--- src/rtl/ptmr_pkg.sv ---
package ptmr_pkg;

    typedef enum logic [2:0] {
        WF_NORMAL,
        WF_CTC,
        WF_FAST,
        WF_PHASE,
        WF_HOLD
    } wf_kind_e;

    typedef enum logic [1:0] {
        PA_KEEP,
        PA_CLR,
        PA_SET,
        PA_TOG
    } pin_act_e;

    function automatic wf_kind_e wf_kind(input logic [2:0] mode);
        case (mode)
            3'b000:         return WF_NORMAL;
            3'b010:         return WF_CTC;
            3'b001, 3'b101: return WF_PHASE;
            3'b011, 3'b111: return WF_FAST;
            default:        return WF_HOLD;
        endcase
    endfunction

    function automatic logic top_from_a(input logic [2:0] mode);
        return (mode == 3'b010) || (mode == 3'b101) || (mode == 3'b111);
    endfunction

endpackage

--- src/rtl/ptmr_prescale.sv ---
module ptmr_prescale #(
    parameter int DIV_W = 10
) (
    input  logic       clk_i,
    input  logic       rst_ni,
    input  logic [2:0] sel_i,
    output logic       tick_o
);
    logic [DIV_W-1:0] div_d, div_q;
    logic [DIV_W-1:0] mask;

    always_comb begin
        div_d = div_q + DIV_W'(1);
        case (sel_i)
            3'b010:  mask = DIV_W'(7);
            3'b011:  mask = DIV_W'(31);
            3'b100:  mask = DIV_W'(63);
            3'b101:  mask = DIV_W'(127);
            3'b110:  mask = DIV_W'(255);
            3'b111:  mask = DIV_W'(1023);
            default: mask = '0;
        endcase
        if (sel_i == 3'b000)      tick_o = 1'b0;
        else if (sel_i == 3'b001) tick_o = 1'b1;
        else                      tick_o = ((div_q & mask) == mask);
    end

    always_ff @(posedge clk_i or negedge rst_ni) begin
        if (!rst_ni) div_q <= '0;
        else         div_q <= div_d;
    end
endmodule

--- src/rtl/ptmr_counter.sv ---
module ptmr_counter
    import ptmr_pkg::*;
#(
    parameter int CNT_W = 8
) (
    input  logic             clk_i,
    input  logic             rst_ni,
    input  logic             tick_i,
    input  logic [2:0]       mode_i,
    input  logic [CNT_W-1:0] cmp_a_i,
    input  logic [CNT_W-1:0] cmp_b_i,
    output logic [CNT_W-1:0] count_o,
    output logic             down_o,
    output logic             ovf_evt_o,
    output logic             match_a_evt_o,
    output logic             match_b_evt_o
);
    localparam logic [CNT_W-1:0] MAXV = '1;
    localparam logic [CNT_W-1:0] ONE  = CNT_W'(1);

    typedef struct packed {
        logic [CNT_W-1:0] cnt;
        logic             down;
        logic [CNT_W-1:0] buf_a;
        logic [CNT_W-1:0] buf_b;
    } cstate_t;

    cstate_t  st_d, st_q;
    wf_kind_e kind;
    logic              pwm;
    logic [CNT_W-1:0]  act_a, act_b, top;
    logic              at_top;

    always_comb begin
        kind   = wf_kind(mode_i);
        pwm    = (kind == WF_FAST) || (kind == WF_PHASE);
        act_a  = pwm ? st_q.buf_a : cmp_a_i;
        act_b  = pwm ? st_q.buf_b : cmp_b_i;
        top    = top_from_a(mode_i) ? act_a : MAXV;
        at_top = (st_q.cnt == top);

        st_d      = st_q;
        ovf_evt_o = 1'b0;
        if (!pwm) begin
            st_d.buf_a = cmp_a_i;
            st_d.buf_b = cmp_b_i;
        end
        if (kind != WF_PHASE) st_d.down = 1'b0;

        if (tick_i) begin
            case (kind)
                WF_NORMAL: begin
                    st_d.cnt  = st_q.cnt + ONE;
                    ovf_evt_o = (st_q.cnt == MAXV);
                end
                WF_CTC: begin
                    st_d.cnt  = at_top ? '0 : st_q.cnt + ONE;
                    ovf_evt_o = (st_q.cnt == MAXV);
                end
                WF_FAST: begin
                    if (at_top) begin
                        st_d.cnt   = '0;
                        ovf_evt_o  = 1'b1;
                        st_d.buf_a = cmp_a_i;
                        st_d.buf_b = cmp_b_i;
                    end else begin
                        st_d.cnt = st_q.cnt + ONE;
                    end
                end
                WF_PHASE: begin
                    if (!st_q.down) begin
                        if (at_top) begin
                            st_d.buf_a = cmp_a_i;
                            st_d.buf_b = cmp_b_i;
                            if (top != '0) begin
                                st_d.down = 1'b1;
                                st_d.cnt  = st_q.cnt - ONE;
                            end
                        end else begin
                            st_d.cnt = st_q.cnt + ONE;
                        end
                    end else begin
                        if (st_q.cnt == '0) begin
                            st_d.down = 1'b0;
                            st_d.cnt  = ONE;
                            ovf_evt_o = 1'b1;
                        end else begin
                            st_d.cnt = st_q.cnt - ONE;
                        end
                    end
                end
                default: st_d.cnt = st_q.cnt;
            endcase
        end

        match_a_evt_o = tick_i && (kind != WF_HOLD) && (st_q.cnt == act_a);
        match_b_evt_o = tick_i && (kind != WF_HOLD) && (st_q.cnt == act_b);
        count_o       = st_q.cnt;
        down_o        = st_q.down;
    end

    always_ff @(posedge clk_i or negedge rst_ni) begin
        if (!rst_ni) st_q <= '0;
        else         st_q <= st_d;
    end
endmodule

--- src/rtl/ptmr_pin.sv ---
module ptmr_pin
    import ptmr_pkg::*;
#(
    parameter bit IS_A = 1'b0
) (
    input  logic       clk_i,
    input  logic       rst_ni,
    input  logic [2:0] mode_i,
    input  logic [1:0] out_mode_i,
    input  logic       match_i,
    input  logic       down_i,
    input  logic       bottom_i,
    output logic       pin_o
);
    logic     pin_d, pin_q;
    logic     connected;
    pin_act_e act;
    wf_kind_e kind;

    always_comb begin
        kind      = wf_kind(mode_i);
        connected = (out_mode_i != 2'b00);
        act       = PA_KEEP;
        case (kind)
            WF_NORMAL, WF_CTC: begin
                if (match_i) begin
                    case (out_mode_i)
                        2'b01:   act = PA_TOG;
                        2'b10:   act = PA_CLR;
                        2'b11:   act = PA_SET;
                        default: act = PA_KEEP;
                    endcase
                end
            end
            WF_FAST, WF_PHASE: begin
                case (out_mode_i)
                    2'b01: begin
                        connected = IS_A && mode_i[2];
                        if (connected && match_i) act = PA_TOG;
                    end
                    2'b10: begin
                        if (kind == WF_FAST) begin
                            if (bottom_i)     act = PA_SET;
                            else if (match_i) act = PA_CLR;
                        end else if (match_i) begin
                            act = down_i ? PA_SET : PA_CLR;
                        end
                    end
                    2'b11: begin
                        if (kind == WF_FAST) begin
                            if (bottom_i)     act = PA_CLR;
                            else if (match_i) act = PA_SET;
                        end else if (match_i) begin
                            act = down_i ? PA_CLR : PA_SET;
                        end
                    end
                    default: act = PA_KEEP;
                endcase
            end
            default: connected = 1'b0;
        endcase

        case (act)
            PA_CLR:  pin_d = 1'b0;
            PA_SET:  pin_d = 1'b1;
            PA_TOG:  pin_d = ~pin_q;
            default: pin_d = pin_q;
        endcase
        pin_o = connected & pin_q;
    end

    always_ff @(posedge clk_i or negedge rst_ni) begin
        if (!rst_ni) pin_q <= 1'b0;
        else         pin_q <= pin_d;
    end
endmodule

--- src/rtl/pwm_timer8.sv ---
module pwm_timer8 #(
    parameter int CNT_W = 8,
    parameter int DIV_W = 10
) (
    input  logic             clk_i,
    input  logic             rst_ni,
    input  logic [2:0]       clk_sel_i,
    input  logic [2:0]       wave_mode_i,
    input  logic [1:0]       out_mode_a_i,
    input  logic [1:0]       out_mode_b_i,
    input  logic [CNT_W-1:0] cmp_a_i,
    input  logic [CNT_W-1:0] cmp_b_i,
    output logic [CNT_W-1:0] count_o,
    output logic             wave_a_o,
    output logic             wave_b_o,
    output logic             ovf_o,
    output logic             match_a_o,
    output logic             match_b_o
);
    localparam int NCH = 2;

    typedef struct packed {
        logic           ovf;
        logic [NCH-1:0] match;
    } flags_t;

    flags_t         flg_d, flg_q;
    logic           tick;
    logic           down;
    logic           ovf_evt;
    logic [NCH-1:0] match_evt;
    logic [NCH-1:0] pins;
    logic [1:0]     out_mode [NCH];

    assign out_mode[0] = out_mode_a_i;
    assign out_mode[1] = out_mode_b_i;

    ptmr_prescale #(.DIV_W(DIV_W)) u_pre (
        .clk_i  (clk_i),
        .rst_ni (rst_ni),
        .sel_i  (clk_sel_i),
        .tick_o (tick)
    );

    ptmr_counter #(.CNT_W(CNT_W)) u_cnt (
        .clk_i         (clk_i),
        .rst_ni        (rst_ni),
        .tick_i        (tick),
        .mode_i        (wave_mode_i),
        .cmp_a_i       (cmp_a_i),
        .cmp_b_i       (cmp_b_i),
        .count_o       (count_o),
        .down_o        (down),
        .ovf_evt_o     (ovf_evt),
        .match_a_evt_o (match_evt[0]),
        .match_b_evt_o (match_evt[1])
    );

    for (genvar g = 0; g < NCH; g++) begin : g_ch
        ptmr_pin #(.IS_A(g == 0)) u_pin (
            .clk_i      (clk_i),
            .rst_ni     (rst_ni),
            .mode_i     (wave_mode_i),
            .out_mode_i (out_mode[g]),
            .match_i    (match_evt[g]),
            .down_i     (down),
            .bottom_i   (ovf_evt),
            .pin_o      (pins[g])
        );
    end

    always_comb begin
        flg_d.ovf   = ovf_evt;
        flg_d.match = match_evt;
    end

    always_ff @(posedge clk_i or negedge rst_ni) begin
        if (!rst_ni) flg_q <= '0;
        else         flg_q <= flg_d;
    end

    assign wave_a_o  = pins[0];
    assign wave_b_o  = pins[1];
    assign ovf_o     = flg_q.ovf;
    assign match_a_o = flg_q.match[0];
    assign match_b_o = flg_q.match[1];
endmodule

--- config.mk ---
export PLATFORM = sky130hd
export DESIGN_NAME = pwm_timer8
export DESIGN_NICKNAME = d
export VERILOG_FILES = /design/src/rtl/ptmr_pkg.sv /design/src/rtl/ptmr_prescale.sv /design/src/rtl/ptmr_counter.sv /design/src/rtl/ptmr_pin.sv /design/src/rtl/pwm_timer8.sv
export SDC_FILE = /design/constraint.sdc
export NUM_CORES = 1
export LEC_CHECK = 0
export BUFFER_PORTS_ARGS = -buffer_cell sky130_fd_sc_hd__clkbuf_2
export CAP_MARGIN = 10
export CORE_ASPECT_RATIO = 1.25
export CORE_UTILIZATION = 54
export CTS_BUF_LIST = sky130_fd_sc_hd__clkbuf_4 sky130_fd_sc_hd__clkbuf_8
export DETAILED_ROUTE_END_ITERATION = 12
export GPL_TIMING_DRIVEN = 0
export PLACE_DENSITY = 0.75
export SLEW_MARGIN = 25
export SYNTH_ARGS = -nofsm -noshare
export SYNTH_HDL_FRONTEND = slang
export SYNTH_SLANG_ARGS = --single-unit
--- constraint.sdc ---
create_clock -name clk_i -period 2.5 [get_ports clk_i]
set_input_delay 0.125 -clock clk_i [delete_from_list [all_inputs] [get_ports clk_i]]
set_output_delay 0.125 -clock clk_i [all_outputs]
set_load 0.03 [all_outputs]
==> impl_metrics.toml <==
[floorplan]
io_pins = 41
core_region_area_sq_um = 5520
chipWidth_microns = 70.1
num_rows = 30
initial_core_util_pct = 56.8
dieArea_sq_um = 6110
die_h_microns = 87.2

[synth]
syn_inst = 340
yosysWarningCount = 0
synthMuxAreaShare_pct = 12.7
postSynthAreaPerCell_sq_um = 9.22
ys_seq_area_share_pct = 31.9
syn_area_sq_um = 3130
synthTopCellsByCount = "40 x dfrtp_1, 27 x nand2_1, 19 x nand3_1, 19 x nor2_1, 17 x mux2i_1"
synth.distinct_cells = 60
synth_top_family_by_area = "compound AO/OA/AOI/OAI gates"
synth-adder-area-share_pct = 4.79
synth_flop_cell = "dfrtp_1"
synth.top_cell.area_share_pct = 31.9
synth-simple-area-share_pct = 18.2
synth_fp_nets = 380
synth_edf_count = 0
async_flop_share_pct = 100
yosys-top-cells-area = "dfrtp_1 32%, mux2i_1 5.4%, ha_1 4.8%"
synth_xor_xnor_area_share_pct = 6.43
yosys.cell_count.top_type = "dfrtp_1"
yosys.area.top_type = "dfrtp_1"
synth_compound_area_share_pct = 18.8
synth-seq-cells = 40

[global_routing]
grt_max_degree = 41
grt_pass1_vias = 2780
antenna_found_initial = 0
grtUsageTotal_pct = 26.5
grt_first_pass_wirelength_microns = 13000
grt_overflow_total = 0

[timing]
fmax_mhz = 388
timing.hold.ws_ns = -0.0569
worst_pin_slew_ns = 0.911
fin_crit_sh_pct = 103
post-route-min-period_ns = 2.58
finClkSkew_ns = 0.00274
tns_ns = -1.11
slew_headroom_pct = 39.3
setup_viol = 19
drv_slew = 0
rsz0062_at_grt = "true"
setup_ws_ns = -0.0758
hold_violations = 40

[setup_path]
endpoint_kind = "flip-flop"
critPathLaunchType = "flip-flop"
required_ns = 2.69
worst_ep_arrival_time_ns = 2.76
path_max_fanout = 10
r2r_start = "u_cnt.count_o[7]"
rr_worst_depth = 10
critPathKind = "reg2reg"
rrSetupSlack_ns = -0.08
r2r-end = "u_cnt.st_q[15]"

[cts]
clock_sinks = 40
root_buffer = "clkbuf_8"
cts_tree = "done"
insertion_delay_ns = 0.30
cts_buffers = 5
clk_pin_slew_ns = 0.08
clock_path_buffers = 2
htree_levels = 2

[run]
cap_violations = 0

[routing]
wl_per_cell_microns = 17.0
antenna_left = 0
dr.pass1.iters = 5
first_iter_violations = 196
route.detailed.drc = 0
avgViaCountPerCell = 6.29
routed_wl_microns = 7790
vias = 2879

[run_status]
violations = "negative hold slack, negative setup slack"
status = "complete, but fails checks"

[min_path]
min_path_type = "in2async"

[place]
io_buffer_count = 39
dp_hpwl_microns = 5490
place_congestion = 0.917
dpl.cell_count = 443
place_ws_ns = -0.374

[layout]
area_growth_pct = 18.5
fillers = 465
multi_input_area_sq_um = 2020
layout-drive-gt1-share_pct = 29.4
fin_nets = 434
diodes = 0
final_cells = 458
register_area_sq_um = 1000

[pwr]
vdd_drop_max_v = 0.000435
power_mw = 2.11
power_density_nw_per_um2 = 569
p_leak_nw = 1.65
-- cells in the final DEF (no fill, tap or decap), types with 5 or more instances in the layout --
cell	Yosys	final
nor2b_1	5	5
buf_6	1	9
buf_2	6	5
clkbuf_8	0	5
nand3_1	19	18
nand2_1	27	26
dfrtp_1	40	40
nor4_1	5	5
buf_4	10	14
clkbuf_2	0	39
o22ai_1	6	5
nor2_1	19	19
clkbuf_1	9	6
nor3_1	9	7
a31oi_1	6	5
inv_1	16	16
mux2_4	10	16
o21ai_0	12	9
xnor2_1	14	13
mux2i_1	17	17
a21oi_1	16	14
ha_1	12	12
xor2_1	9	9
-- how the worst max path moves through the flow --
stage                                   to  slack (ns)        startpoint  depth (start not counted)
after CTS                   u_cnt.st_q[11]       -0.07  u_cnt.count_o[7]                         10
after global routing      u_cnt.count_o[5]       -0.19  u_cnt.count_o[4]                          8
after floorplan             u_cnt.st_q[10]       -0.05  u_cnt.count_o[7]                         10
after detailed placement    u_cnt.st_q[11]       -0.37  u_cnt.count_o[0]                          9
after global placement      u_cnt.st_q[11]       -0.34  u_cnt.count_o[0]                          9
final                       u_cnt.st_q[15]       -0.08  u_cnt.count_o[7]                         10
-- cell families after synthesis --
| group | after synthesis |
|---|---|
| AO/OA/AOI/OAI | 79 |
| XOR/XNOR | 23 |
| adder cells (fa/ha/maj) | 12 |
| buffers and inverters | 43 |
| flip-flops | 40 |
| multiplexers | 34 |
| AND/OR/NAND/NOR | 109 |
-- per-stage QoR --
stage	instance area (sq um)	util, %
floorplan	3140	-
detailed placement	3420	61.9
global route	3710	67.3
CTS	3620	65.6
finish	3710	67.3
global placement	3420	61.9
-- per-layer routing --
layer  track usage, %  wire [microns]  up-vias  part of all wire [%]
li1                 -               -     1338                     -
met4             10.0             166        0                   2.1
met1             33.5            3360     1411                    43
met3             3.94             396       20                   5.1
met5                0               0        -                     0
met2             45.7            3870      110                    50
-- power breakdown --
group | leakage, nW | switching, mW | internal [mW]
Clock | 0.0400 | 0.235 | 0.189
Combinational | 1.13 | 0.502 | 0.378
Sequential | 0.478 | 0.0987 | 0.709
-- registers in the layout, summed over array words and instances (netlist names) --
| register | flops |
|---|---|
| g_ch.u_pin.pin_q | 2 |
| match_a_o | 1 |
| match_b_o | 1 |
| ovf_o | 1 |
| u_cnt.count_o | 8 |
| u_cnt.down_o | 1 |
| u_cnt.st_q | 16 |
| u_pre.div_q | 10 |
-- what timing repair did --
action,CTS,global route
endpoints found under the setup margin,26,25
pin swaps,9,5
setup buffers,9,1
endpoints found under the hold margin,0,0
gates resized for setup,19,19
hold buffers,0,0
-- critical path, cell delays in order (launching register included) --
cell	delay (ns)
dfrtp_1	0.41
buf_6	0.13
or3b_1	0.35
a32o_2	0.29
o32ai_4	0.14
a31oi_4	0.20
nor2_4	0.18
nand2_2	0.07
o21ai_4	0.19
buf_12	0.18
mux2_4	0.30
-- cell type report --
| type | instances | share of cell area [%] |
|---|---|---|
| plain buffers | 25 | 4.75 |
| clock buffers | 5 | 1.85 |
| repair buffers | 49 | 7.88 |
| clock inverters | 2 | 0.337 |
| flip-flops and latches | 40 | 26.9 |
| multi-input cells | 257 | 54.5 |
| inverters | 16 | 1.62 |
| well taps | 64 | 2.16 |
No activity file was read; power rests on OpenSTA's default activity.
